`src/rtl/mii_rd_pkg.sv`:
```
package mii_rd_pkg;

    localparam int HOST_AW    = 3;
    localparam int HOST_DW    = 8;
    localparam int ADR_BITS   = 5;
    localparam int DATA_BITS  = 16;
    localparam int FRAME_BITS = 64;
    localparam int CNT_BITS   = 5;

    localparam logic [HOST_AW-1:0] OFS_CMD  = 3'd0;
    localparam logic [HOST_AW-1:0] OFS_RADR = 3'd1;
    localparam logic [HOST_AW-1:0] OFS_STAT = 3'd2;
    localparam logic [HOST_AW-1:0] OFS_RLO  = 3'd3;
    localparam logic [HOST_AW-1:0] OFS_RHI  = 3'd4;

    localparam int CMD_GO    = 0;
    localparam int CMD_SCAN  = 1;
    localparam int STAT_BUSY = 0;
    localparam int STAT_SCAN = 1;
    localparam int STAT_NVAL = 2;

    typedef enum logic [2:0] {
        PH_IDLE,
        PH_PRE,
        PH_SOF,
        PH_OPC,
        PH_PHY,
        PH_REG,
        PH_TA,
        PH_DATA
    } mii_phase_e;

    // index of the final bit of each phase
    function automatic logic [CNT_BITS-1:0] phase_last(input mii_phase_e p);
        case (p)
            PH_PRE:  return CNT_BITS'(31);
            PH_SOF:  return CNT_BITS'(1);
            PH_OPC:  return CNT_BITS'(1);
            PH_PHY:  return CNT_BITS'(ADR_BITS - 1);
            PH_REG:  return CNT_BITS'(ADR_BITS - 1);
            PH_TA:   return CNT_BITS'(1);
            PH_DATA: return CNT_BITS'(DATA_BITS - 1);
            default: return '0;
        endcase
    endfunction

endpackage

```
`src/rtl/mii_mdc_gen.sv`:
```
module mii_mdc_gen #(
    parameter int MDC_DIV = 8
) (
    input  logic clk,
    input  logic rst_n,
    input  logic run,
    output logic mdc,
    output logic rise,
    output logic fall
);
    localparam int HALF = MDC_DIV / 2;
    localparam int CW   = (HALF > 1) ? $clog2(HALF) : 1;
    localparam logic [CW-1:0] LAST = CW'(HALF - 1);

    logic [CW-1:0] cnt_q;
    logic          edge_due;

    assign edge_due = run && (cnt_q == LAST);
    assign rise     = edge_due && !mdc;
    assign fall     = edge_due &&  mdc;

    always_ff @(posedge clk or negedge rst_n) begin
        if (!rst_n) begin
            cnt_q <= '0;
            mdc   <= 1'b0;
        end else if (!run) begin
            cnt_q <= '0;
            mdc   <= 1'b0;
        end else if (edge_due) begin
            cnt_q <= '0;
            mdc   <= ~mdc;
        end else begin
            cnt_q <= cnt_q + 1'b1;
        end
    end

endmodule

```
`src/rtl/mii_frame_fsm.sv`:
```
module mii_frame_fsm
    import mii_rd_pkg::*;
#(
    parameter logic [ADR_BITS-1:0] PHY_ADR = 5'h01
) (
    input  logic                 clk,
    input  logic                 rst_n,
    input  logic                 start,
    input  logic [ADR_BITS-1:0]  reg_adr,
    input  logic                 rise,
    input  logic                 fall,
    input  logic                 mdio_i,
    output logic                 active,
    output logic                 mdio_o,
    output logic                 mdio_oe,
    output logic                 done,
    output logic [DATA_BITS-1:0] rdata
);
    localparam logic [ADR_BITS-1:0] PHY_V = PHY_ADR;

    mii_phase_e           phase_q, phase_d;
    logic [CNT_BITS-1:0]  bit_q;
    logic [ADR_BITS-1:0]  radr_q;
    logic [DATA_BITS-1:0] shift_q;
    logic                 last_bit;
    logic                 step;
    logic [2:0]           fld_idx;

    assign last_bit = (bit_q == phase_last(phase_q));
    assign step     = fall && last_bit;
    assign fld_idx  = 3'(CNT_BITS'(ADR_BITS - 1) - bit_q);

    // next phase
    always_comb begin
        phase_d = phase_q;
        unique case (phase_q)
            PH_IDLE: if (start) phase_d = PH_PRE;
            PH_PRE:  if (step)  phase_d = PH_SOF;
            PH_SOF:  if (step)  phase_d = PH_OPC;
            PH_OPC:  if (step)  phase_d = PH_PHY;
            PH_PHY:  if (step)  phase_d = PH_REG;
            PH_REG:  if (step)  phase_d = PH_TA;
            PH_TA:   if (step)  phase_d = PH_DATA;
            PH_DATA: if (step)  phase_d = PH_IDLE;
        endcase
    end

    // state register, bit counter, captured address, input shifter
    always_ff @(posedge clk or negedge rst_n) begin
        if (!rst_n) begin
            phase_q <= PH_IDLE;
            bit_q   <= '0;
            radr_q  <= '0;
            shift_q <= '0;
        end else begin
            phase_q <= phase_d;
            if (phase_q == PH_IDLE) begin
                bit_q <= '0;
                if (start) radr_q <= reg_adr;
            end else if (fall) begin
                bit_q <= last_bit ? '0 : bit_q + 1'b1;
            end
            if (rise && phase_q == PH_DATA)
                shift_q <= {shift_q[DATA_BITS-2:0], mdio_i};
        end
    end

    // outputs
    always_comb begin
        mdio_o  = 1'b1;
        mdio_oe = 1'b1;
        unique case (phase_q)
            PH_IDLE: mdio_oe = 1'b0;
            PH_PRE:  mdio_o  = 1'b1;
            PH_SOF:  mdio_o  = bit_q[0];
            PH_OPC:  mdio_o  = ~bit_q[0];
            PH_PHY:  mdio_o  = PHY_V[fld_idx];
            PH_REG:  mdio_o  = radr_q[fld_idx];
            PH_TA:   mdio_oe = 1'b0;
            PH_DATA: mdio_oe = 1'b0;
        endcase
        active = (phase_q != PH_IDLE);
        done   = (phase_q == PH_DATA) && step;
        rdata  = shift_q;
    end

endmodule

```
`src/rtl/mii_host_regs.sv`:
```
module mii_host_regs
    import mii_rd_pkg::*;
(
    input  logic                 clk,
    input  logic                 rst_n,
    input  logic                 host_wr,
    input  logic [HOST_AW-1:0]   host_addr,
    input  logic [HOST_DW-1:0]   host_wdata,
    output logic [HOST_DW-1:0]   host_rdata,
    input  logic                 done,
    input  logic [DATA_BITS-1:0] rdata,
    output logic                 start,
    output logic [ADR_BITS-1:0]  reg_adr,
    output logic                 busy,
    output logic                 nvalid,
    output logic [HOST_DW-1:0]   res_lo,
    output logic [HOST_DW-1:0]   res_hi
);
    logic [1:0] cmd_q;
    logic       wr_cmd;
    logic       wr_radr;

    assign wr_cmd  = host_wr && (host_addr == OFS_CMD);
    assign wr_radr = host_wr && (host_addr == OFS_RADR);
    assign start   = wr_cmd && host_wdata[CMD_GO] && !cmd_q[CMD_GO] && !busy;

    always_ff @(posedge clk or negedge rst_n) begin
        if (!rst_n) begin
            cmd_q   <= '0;
            reg_adr <= '0;
            busy    <= 1'b0;
            nvalid  <= 1'b1;
            res_lo  <= '0;
            res_hi  <= '0;
        end else begin
            if (wr_cmd)  cmd_q   <= host_wdata[1:0];
            if (wr_radr) reg_adr <= host_wdata[ADR_BITS-1:0];
            if (start) begin
                busy   <= 1'b1;
                nvalid <= 1'b1;
            end else if (done) begin
                busy   <= 1'b0;
                nvalid <= 1'b0;
                res_lo <= rdata[HOST_DW-1:0];
                res_hi <= rdata[DATA_BITS-1:HOST_DW];
            end
        end
    end

    always_comb begin
        host_rdata = '0;
        case (host_addr)
            OFS_CMD:  host_rdata[1:0] = cmd_q;
            OFS_RADR: host_rdata[ADR_BITS-1:0] = reg_adr;
            OFS_STAT: begin
                host_rdata[STAT_BUSY] = busy;
                host_rdata[STAT_SCAN] = cmd_q[CMD_SCAN];
                host_rdata[STAT_NVAL] = nvalid;
            end
            OFS_RLO:  host_rdata = res_lo;
            OFS_RHI:  host_rdata = res_hi;
            default:  host_rdata = '0;
        endcase
    end

endmodule

```
`src/rtl/mii_rd_seq.sv`:
```
module mii_rd_seq
    import mii_rd_pkg::*;
#(
    parameter int                   MDC_DIV = 8,
    parameter logic [ADR_BITS-1:0]  PHY_ADR = 5'h01
) (
    input  logic               clk,
    input  logic               rst_n,
    input  logic               host_wr,
    input  logic [HOST_AW-1:0] host_addr,
    input  logic [HOST_DW-1:0] host_wdata,
    output logic [HOST_DW-1:0] host_rdata,
    output logic               mdc,
    output logic               mdio_o,
    output logic               mdio_oe,
    input  logic               mdio_i
);
    logic                 go_pulse;
    logic                 frame_done;
    logic                 frame_run;
    logic                 mdc_rise;
    logic                 mdc_fall;
    logic                 st_busy;
    logic                 st_nvalid;
    logic [ADR_BITS-1:0]  reg_adr;
    logic [DATA_BITS-1:0] frame_data;
    logic [HOST_DW-1:0]   res_lo;
    logic [HOST_DW-1:0]   res_hi;

    mii_host_regs u_regs (
        .clk        (clk),
        .rst_n      (rst_n),
        .host_wr    (host_wr),
        .host_addr  (host_addr),
        .host_wdata (host_wdata),
        .host_rdata (host_rdata),
        .done       (frame_done),
        .rdata      (frame_data),
        .start      (go_pulse),
        .reg_adr    (reg_adr),
        .busy       (st_busy),
        .nvalid     (st_nvalid),
        .res_lo     (res_lo),
        .res_hi     (res_hi)
    );

    mii_mdc_gen #(.MDC_DIV(MDC_DIV)) u_mdc (
        .clk   (clk),
        .rst_n (rst_n),
        .run   (frame_run),
        .mdc   (mdc),
        .rise  (mdc_rise),
        .fall  (mdc_fall)
    );

    mii_frame_fsm #(.PHY_ADR(PHY_ADR)) u_fsm (
        .clk     (clk),
        .rst_n   (rst_n),
        .start   (go_pulse),
        .reg_adr (reg_adr),
        .rise    (mdc_rise),
        .fall    (mdc_fall),
        .mdio_i  (mdio_i),
        .active  (frame_run),
        .mdio_o  (mdio_o),
        .mdio_oe (mdio_oe),
        .done    (frame_done),
        .rdata   (frame_data)
    );

endmodule

```
`config.mk`:
```
export PLATFORM = sky130hd
export DESIGN_NAME = mii_rd_seq
export DESIGN_NICKNAME = d
export VERILOG_FILES = /design/src/rtl/mii_rd_pkg.sv /design/src/rtl/mii_mdc_gen.sv /design/src/rtl/mii_frame_fsm.sv /design/src/rtl/mii_host_regs.sv /design/src/rtl/mii_rd_seq.sv
export SDC_FILE = /design/constraint.sdc
export NUM_CORES = 1
export LEC_CHECK = 0
export BUFFER_PORTS_ARGS = -buffer_cell sky130_fd_sc_hd__buf_2
export CORE_MARGIN = 5
export CORE_UTILIZATION = 50
export CTS_BUF_LIST = sky130_fd_sc_hd__clkbuf_8
export DETAILED_ROUTE_END_ITERATION = 8
export GPL_ROUTABILITY_DRIVEN = 0
export PLACE_DENSITY = 0.72
export SYNTH_ARGS = -nofsm -noshare
export SYNTH_HDL_FRONTEND = slang
export SYNTH_SLANG_ARGS = --single-unit
```
`constraint.sdc`:
```
create_clock -name clk -period 2.5 [get_ports clk]
set_input_delay 0.75 -clock clk [delete_from_list [all_inputs] [get_ports clk]]
set_output_delay 0.75 -clock clk [all_outputs]
set_load 0.005 [all_outputs]
```
==> flow_summary.toml, run 1 <==
[finish]
synthToLayoutAreaGrowth_pct = 24.8
multi_input_area_mm2 = 0.00146
nFillCells = 408
final_cell_count_no_fill = 362
final-seq-area_mm2 = 0.00143
diodes = 0
nets = 308
drive_gt1_share_pct = 42.4

[worst_setup_path]
reg2reg_to = "u_regs.res_hi[6]$_DFFE_PN0P_"
reg2reg_depth = 8
worstPathArrival_ns = 1.85
worstPathMaxFanout = 2
r2r-start = "u_fsm.phase_q[0]$_DFFE_PN0P_"
cp_data_required_time_ns = 1.75
endpoint_kind = "primary output"
critPathLaunchType = "register"
rrSetupSlack_ns = 0.03
critical_path_class = "register to primary output"

[die]
core_mm2 = 0.00551
die_w_um = 85.4
num_rows = 27
start_util_pct = 51.6
die-area_mm2 = 0.00728
die_h_um = 85.4
io_pins = 26

[timing]
worst_pin_slew_ns = 0.906
fin_crit_ns = 2.60
worst_slack_ns = -0.0954
maxSlewViolCount = 0
hold_violations = 0
final.setup.tns_ns = -0.0954
rsz0062_at_grt = "true"
finalClockSkew_ns = 0.00863
slew_headroom_pct = 39.3
setup_viol = 1
fmax_ghz = 0.385
final.period_utilization_pct = 104

[routing]
final_antenna_net_count = 0
drc_errors = 0
wl_met2_mm = 3.19
drt-pass1-iter-count = 4
via_per_inst = 5.51
finalWirelength_mm = 6.07
wl_met3_um = 185
via_count = 1994
drtIter0Drc = 75
wl_met1_mm = 2.61
routedWlPerCell_um = 16.8
dr.max_layer_used = "met4"

[job]
maxCapViolCount = 0

[clock_tree]
numCtsBuffers = 9
cts_sinks = 57
clock_path_buffers = 2
hold_buffers = 0
clk_latency_ns = 0.34
htree_num_levels = 3
cts_root_buf = "clkbuf_8"
path_clk_slew_ns = 0.07
cts_tree = "done"

[logic_synthesis]
postSynthNetCount = 261
async_flop_share_pct = 100
synth-seq-cells = 57
synth.area.top_cells = "dfrtp_1 49%, mux2_2 11%, mux2_4 4.8%"
synth-main-ff-cell = "dfrtp_1"
synthCells = 238
ys_top_cells_by_count = "56 x dfrtp_1, 28 x mux2_2, 16 x nand2_1"
synth_top_area_cell = "dfrtp_1"
ys_warn_count = 0
synth.top_cell.area_share_pct = 49.4
ys_seq_area_share_pct = 50.3
synth.cell_area_mm2 = 0.00284
synth_edf_count = 0
avgSynthCellArea_um2 = 11.9
synth_most_common_cell = "dfrtp_1"
yosysUniqueCellTypes = 52

[power]
power.density_mw_per_mm2 = 568
power_leakage_nw = 1.72
peakVddDrop_mv = 0.413
total_power_mw = 2.01

[grt]
grt_util_all_layers_pct = 17.7
grt_first_pass_wirelength_mm = 9.89
grt_max_degree = 38
antenna_found_initial = 0
grt_overflow = 0
grt_pass1_vias = 2096

[run_status]
outcome = "finished, violations left"
violations = "setup timing"

[place]
dpl_worst_slack_ns = 0.0310
dp_hpwl_mm = 4.04
port_buffers = 22
dp_cells = 337

[hold_path]
hp-class = "input pin to asynchronous set/reset pin"
cell type report:
cell class | count | share of cell area [%]
multi-input combinational | 164 | 41.2
sequential | 57 | 40.3
timing repair buffer | 46 | 9.11
clock buffer | 12 | 4.66
tap | 72 | 2.54
clock inverter | 4 | 1.41
inverter | 7 | 0.742
per-stage QoR:
step / util (%) / area, um2 / hold WS [ns]
6_report: 64.3 / 3540 / 0.374
5_1_grt: 64.3 / 3540 / 0.392
4_1_cts: 61.8 / 3400 / 0.370
3_5_place_dp: 56.9 / 3130 / 0.433
3_3_place_gp: 56.9 / 3130 / 0.425
2_1_floorplan: - / 2850 / 0.415
how the worst max path moves through the flow:
stage,from,slack (ns),to
after floorplan,host_addr[0],0.02,u_regs.res_hi[0]$_DFFE_PN0P_
after global placement,u_fsm.phase_q[0]$_DFFE_PN0P_,0.04,u_regs.res_lo[6]$_DFFE_PN0P_
after detailed placement,u_fsm.phase_q[0]$_DFFE_PN0P_,0.03,u_regs.res_lo[4]$_DFFE_PN0P_
after CTS,u_fsm.bit_q[0]$_DFFE_PN0P_,-0.15,mdio_o
after global routing,u_fsm.bit_q[0]$_DFFE_PN0P_,-0.21,mdio_o
final,u_fsm.bit_q[0]$_DFFE_PN0P_,-0.1,mdio_o
critical path, cell delays in order (launching register included):
cell     delay (ns)
dfrtp_1        0.38
buf_6          0.11
mux4_2         0.49
inv_2          0.08
o32ai_4        0.09
a21oi_2        0.14
a21oi_1        0.07
buf_2          0.14
metal layers:
layer,up-vias,global-route usage [%]
met1,1001,20.8
met5,-,0
met3,8,6.12
met2,26,29.7
li1,959,-
met4,0,7.34
logic make-up (layout without fill, tap and decap cells):
kind of cell,count (synthesis),count (layout),share of synthesized area (%)
flip-flops,57,57,50.3
AO/OA/AOI/OAI,45,45,10.8
AND/OR/NAND/NOR,60,62,11.9
XOR/XNOR,3,3,0.926
buffers and inverters,19,69,2.91
adder cells (fa/ha/maj),8,8,3.53
multiplexers,46,46,19.7
power by group:
part	leakage, nW	switching (mW)	internal [mW]
Clock	0.105	0.362	0.539
Combinational	0.850	0.0603	0.0584
Sequential	0.760	0.0294	0.963
layout by cell type (no fill, tap or decap), drive strengths merged, types with 4 or more instances in the layout:
cell type,count
a21oi,8
clkbuf,12
buf,46
inv,7
mux2,42
nor2,9
nand2,19
nor3,4
or3,5
nor2b,5
ha,8
and2,5
dfrtp,56
o21ai,10
state kept, by name (all words and copies together) (netlist names), 2 cells and up:
name / cells
u_regs.res_hi: 8
u_mdc.cnt_q: 2
u_fsm.radr_q: 5
u_regs.res_lo: 8
u_fsm.bit_q: 5
u_fsm.phase_q: 3
u_fsm.rdata: 16
u_regs.cmd_q: 2
u_regs.reg_adr: 5
repair_timing:
item	CTS	global route
setup buffers	2	6
gates resized for setup	6	17
pin swaps	6	8
setup endpoints to repair	1	22
cloned	0	2
Power figures use the tool's default switching activity.
==> inputs of run 2 (changes only) <==
Settings changed: CORE_ASPECT_RATIO set to 0.9, SLEW_MARGIN set to 20.
==> run 2 against run 1 <==
  * Worst setup slack gained 0.011 ns
  * Cell area is 1.2% lower
  * The run still ends with setup timing left
  * Largest cell class unchanged
  * Utilization shrank 1.8 points
  * Critical path type unchanged
  * Non-clock buffer count is 3 lower
  * Clock skew increased by 0.0019 ns
==> flow_summary.toml, run 2 (synthesized netlist as in run 1, its figures left out) <==
[finish]
drive_gt1_share_pct = 42.3
synthToLayoutAreaGrowth_pct = 23.4
final_common_cell = "dfrtp_1"
nFillCells = 464
layout_common_cells = "56 x dfrtp_1, 28 x mux2_2, 22 x buf_2"
final_util_pct = 62.6
largest_register_ffs = 16
diodes = 0
nets = 304

[timing]
finalClockSkew_ns = 0.0105
fmax_ghz = 0.387
worst_slack_ns = -0.0842
maxSlewViolCount = 0
worst_pin_slew_ns = 0.765
final.period_utilization_pct = 103
rsz0062_at_grt = "true"
hold_violations = 0
final.setup.tns_ns = -0.0842
fin_crit_ns = 2.58
whs_ns = 0.407
setup_viol = 1
slew_headroom_pct = 48.7

[grt]
grt_max_degree = 34
antenna_found_initial = 0
grt_util_all_layers_pct = 18.3
grt_first_pass_wirelength_mm = 9.98
grt_overflow = 0
grt_pass1_vias = 2027

[clock_tree]
clock_path_buffers = 2
htree_num_levels = 3
hold_buffers = 0
cts_root_buf = "clkbuf_8"
cts_tree = "done"
numCtsBuffers = 9
path_clk_slew_ns = 0.08
clk_latency_ns = 0.34
cts_sinks = 57

[worst_setup_path]
cp_data_required_time_ns = 1.75
endpoint_kind = "primary output"
worstPathMaxFanout = 2
critical_path_class = "register to primary output"
worstPathArrival_ns = 1.83
critPathLaunchType = "register"

[run_status]
outcome = "finished, violations left"
violations = "setup timing"

[routing]
drc_errors = 0
final_antenna_net_count = 0
wl_met1_mm = 2.86
routedWlPerCell_um = 16.9
via_per_inst = 5.63
drt-pass1-iter-count = 4
wl_met3_um = 320
via_count = 2005
dr.max_layer_used = "met4"
wl_met2_mm = 2.75
drtIter0Drc = 138
finalWirelength_mm = 6.03

[place]
dp_hpwl_mm = 3.98
port_buffers = 22
dpl_worst_slack_ns = -0.00792

[power]
power.density_mw_per_mm2 = 595
power_leakage_nw = 1.67
total_power_mw = 2.08
peakVddDrop_mv = 0.564

[job]
maxCapViolCount = 0

[die]
die_h_um = 81.5
io_pins = 26
core_mm2 = 0.00560
start_util_pct = 50.7
die-area_mm2 = 0.00729
num_rows = 26
die_w_um = 89.4

[hold_path]
hp-class = "input pin to asynchronous set/reset pin"
==> run 2: cell types whose count changed in the layout (fill, tap and decap cells not counted), moves of 2 or more <==
cell / previous run / this run
clkbuf_8: 12 / 9
clkinv_4: 0 / 3
and2_2: 0 / 2
buf_4: 20 / 18
nand2_4: 2 / 0
==> run 2: power by group <==
group          leakage, nW  internal [mW]  switching (mW)
logic                0.799         0.0598          0.0637
clock network        0.110          0.569           0.397
registers            0.760          0.963          0.0307
==> run 2: worst max-delay path, cell delays in order, from the launching register on <==
cell and delay [ns]:
dfrtp_1 0.37, inv_2 0.06, ha_4 0.27, mux4_2 0.30, inv_2 0.08, o32ai_4 0.07, a21oi_2 0.14, a21oi_1 0.07
buf_2 0.13
==> run 2: worst paths after layout <==
check,cells after the start,slack [ns],startpoint,end
max,8,-0.08,u_fsm.bit_q[0]$_DFFE_PN0P_,mdio_o
min,1,0.41,rst_n,u_regs.res_lo[7]$_DFFE_PN0P_
max reg2reg,8,0.09,u_fsm.phase_q[0]$_DFFE_PN0P_,u_regs.res_lo[6]$_DFFE_PN0P_
min reg2reg,1,0.44,u_mdc.cnt_q[0]$_DFF_PN0_,u_mdc.cnt_q[0]$_DFF_PN0_
max in group asynchronous,2,1.44,rst_n,u_regs.nvalid$_DFFE_PN1P_
min in group clk,1,0.44,u_mdc.cnt_q[0]$_DFF_PN0_,u_mdc.cnt_q[0]$_DFF_PN0_
==> run 2: timing repair <==
action,4_1_cts,5_1_grt
gates cloned,0,1
resized for setup,9,15
endpoints found under the setup margin,6,24
pin swaps,4,2
setup buffers,3,1
==> run 2: cell type report <==
| type | count | area [um2] | share of cell area, % |
|---|---|---|---|
| multi-input combinational | 163 | 1450 | 41.3 |
| clock buffer | 9 | 124 | 3.54 |
| timing repair buffer | 43 | 288 | 8.22 |
| clock inverter | 7 | 103 | 2.93 |
| sequential | 57 | 1430 | 40.8 |
| tap | 70 | 87.6 | 2.50 |
| inverter | 7 | 26.3 | 0.750 |
==> run 2: routing by layer <==
layer	GRT usage, %	vias to the layer above
met3	5.42	10
met5	0	-
met1	25.4	1009
met2	27.7	41
li1	-	945
met4	5.80	0
==> run 2: stage by stage <==
stage | cells | cell area [um2]
global placement | 335 | 3130
detailed placement | 335 | 3130
finish | 356 | 3500
global route | 356 | 3500
floorplan | 238 | 2850
CTS | 354 | 3430
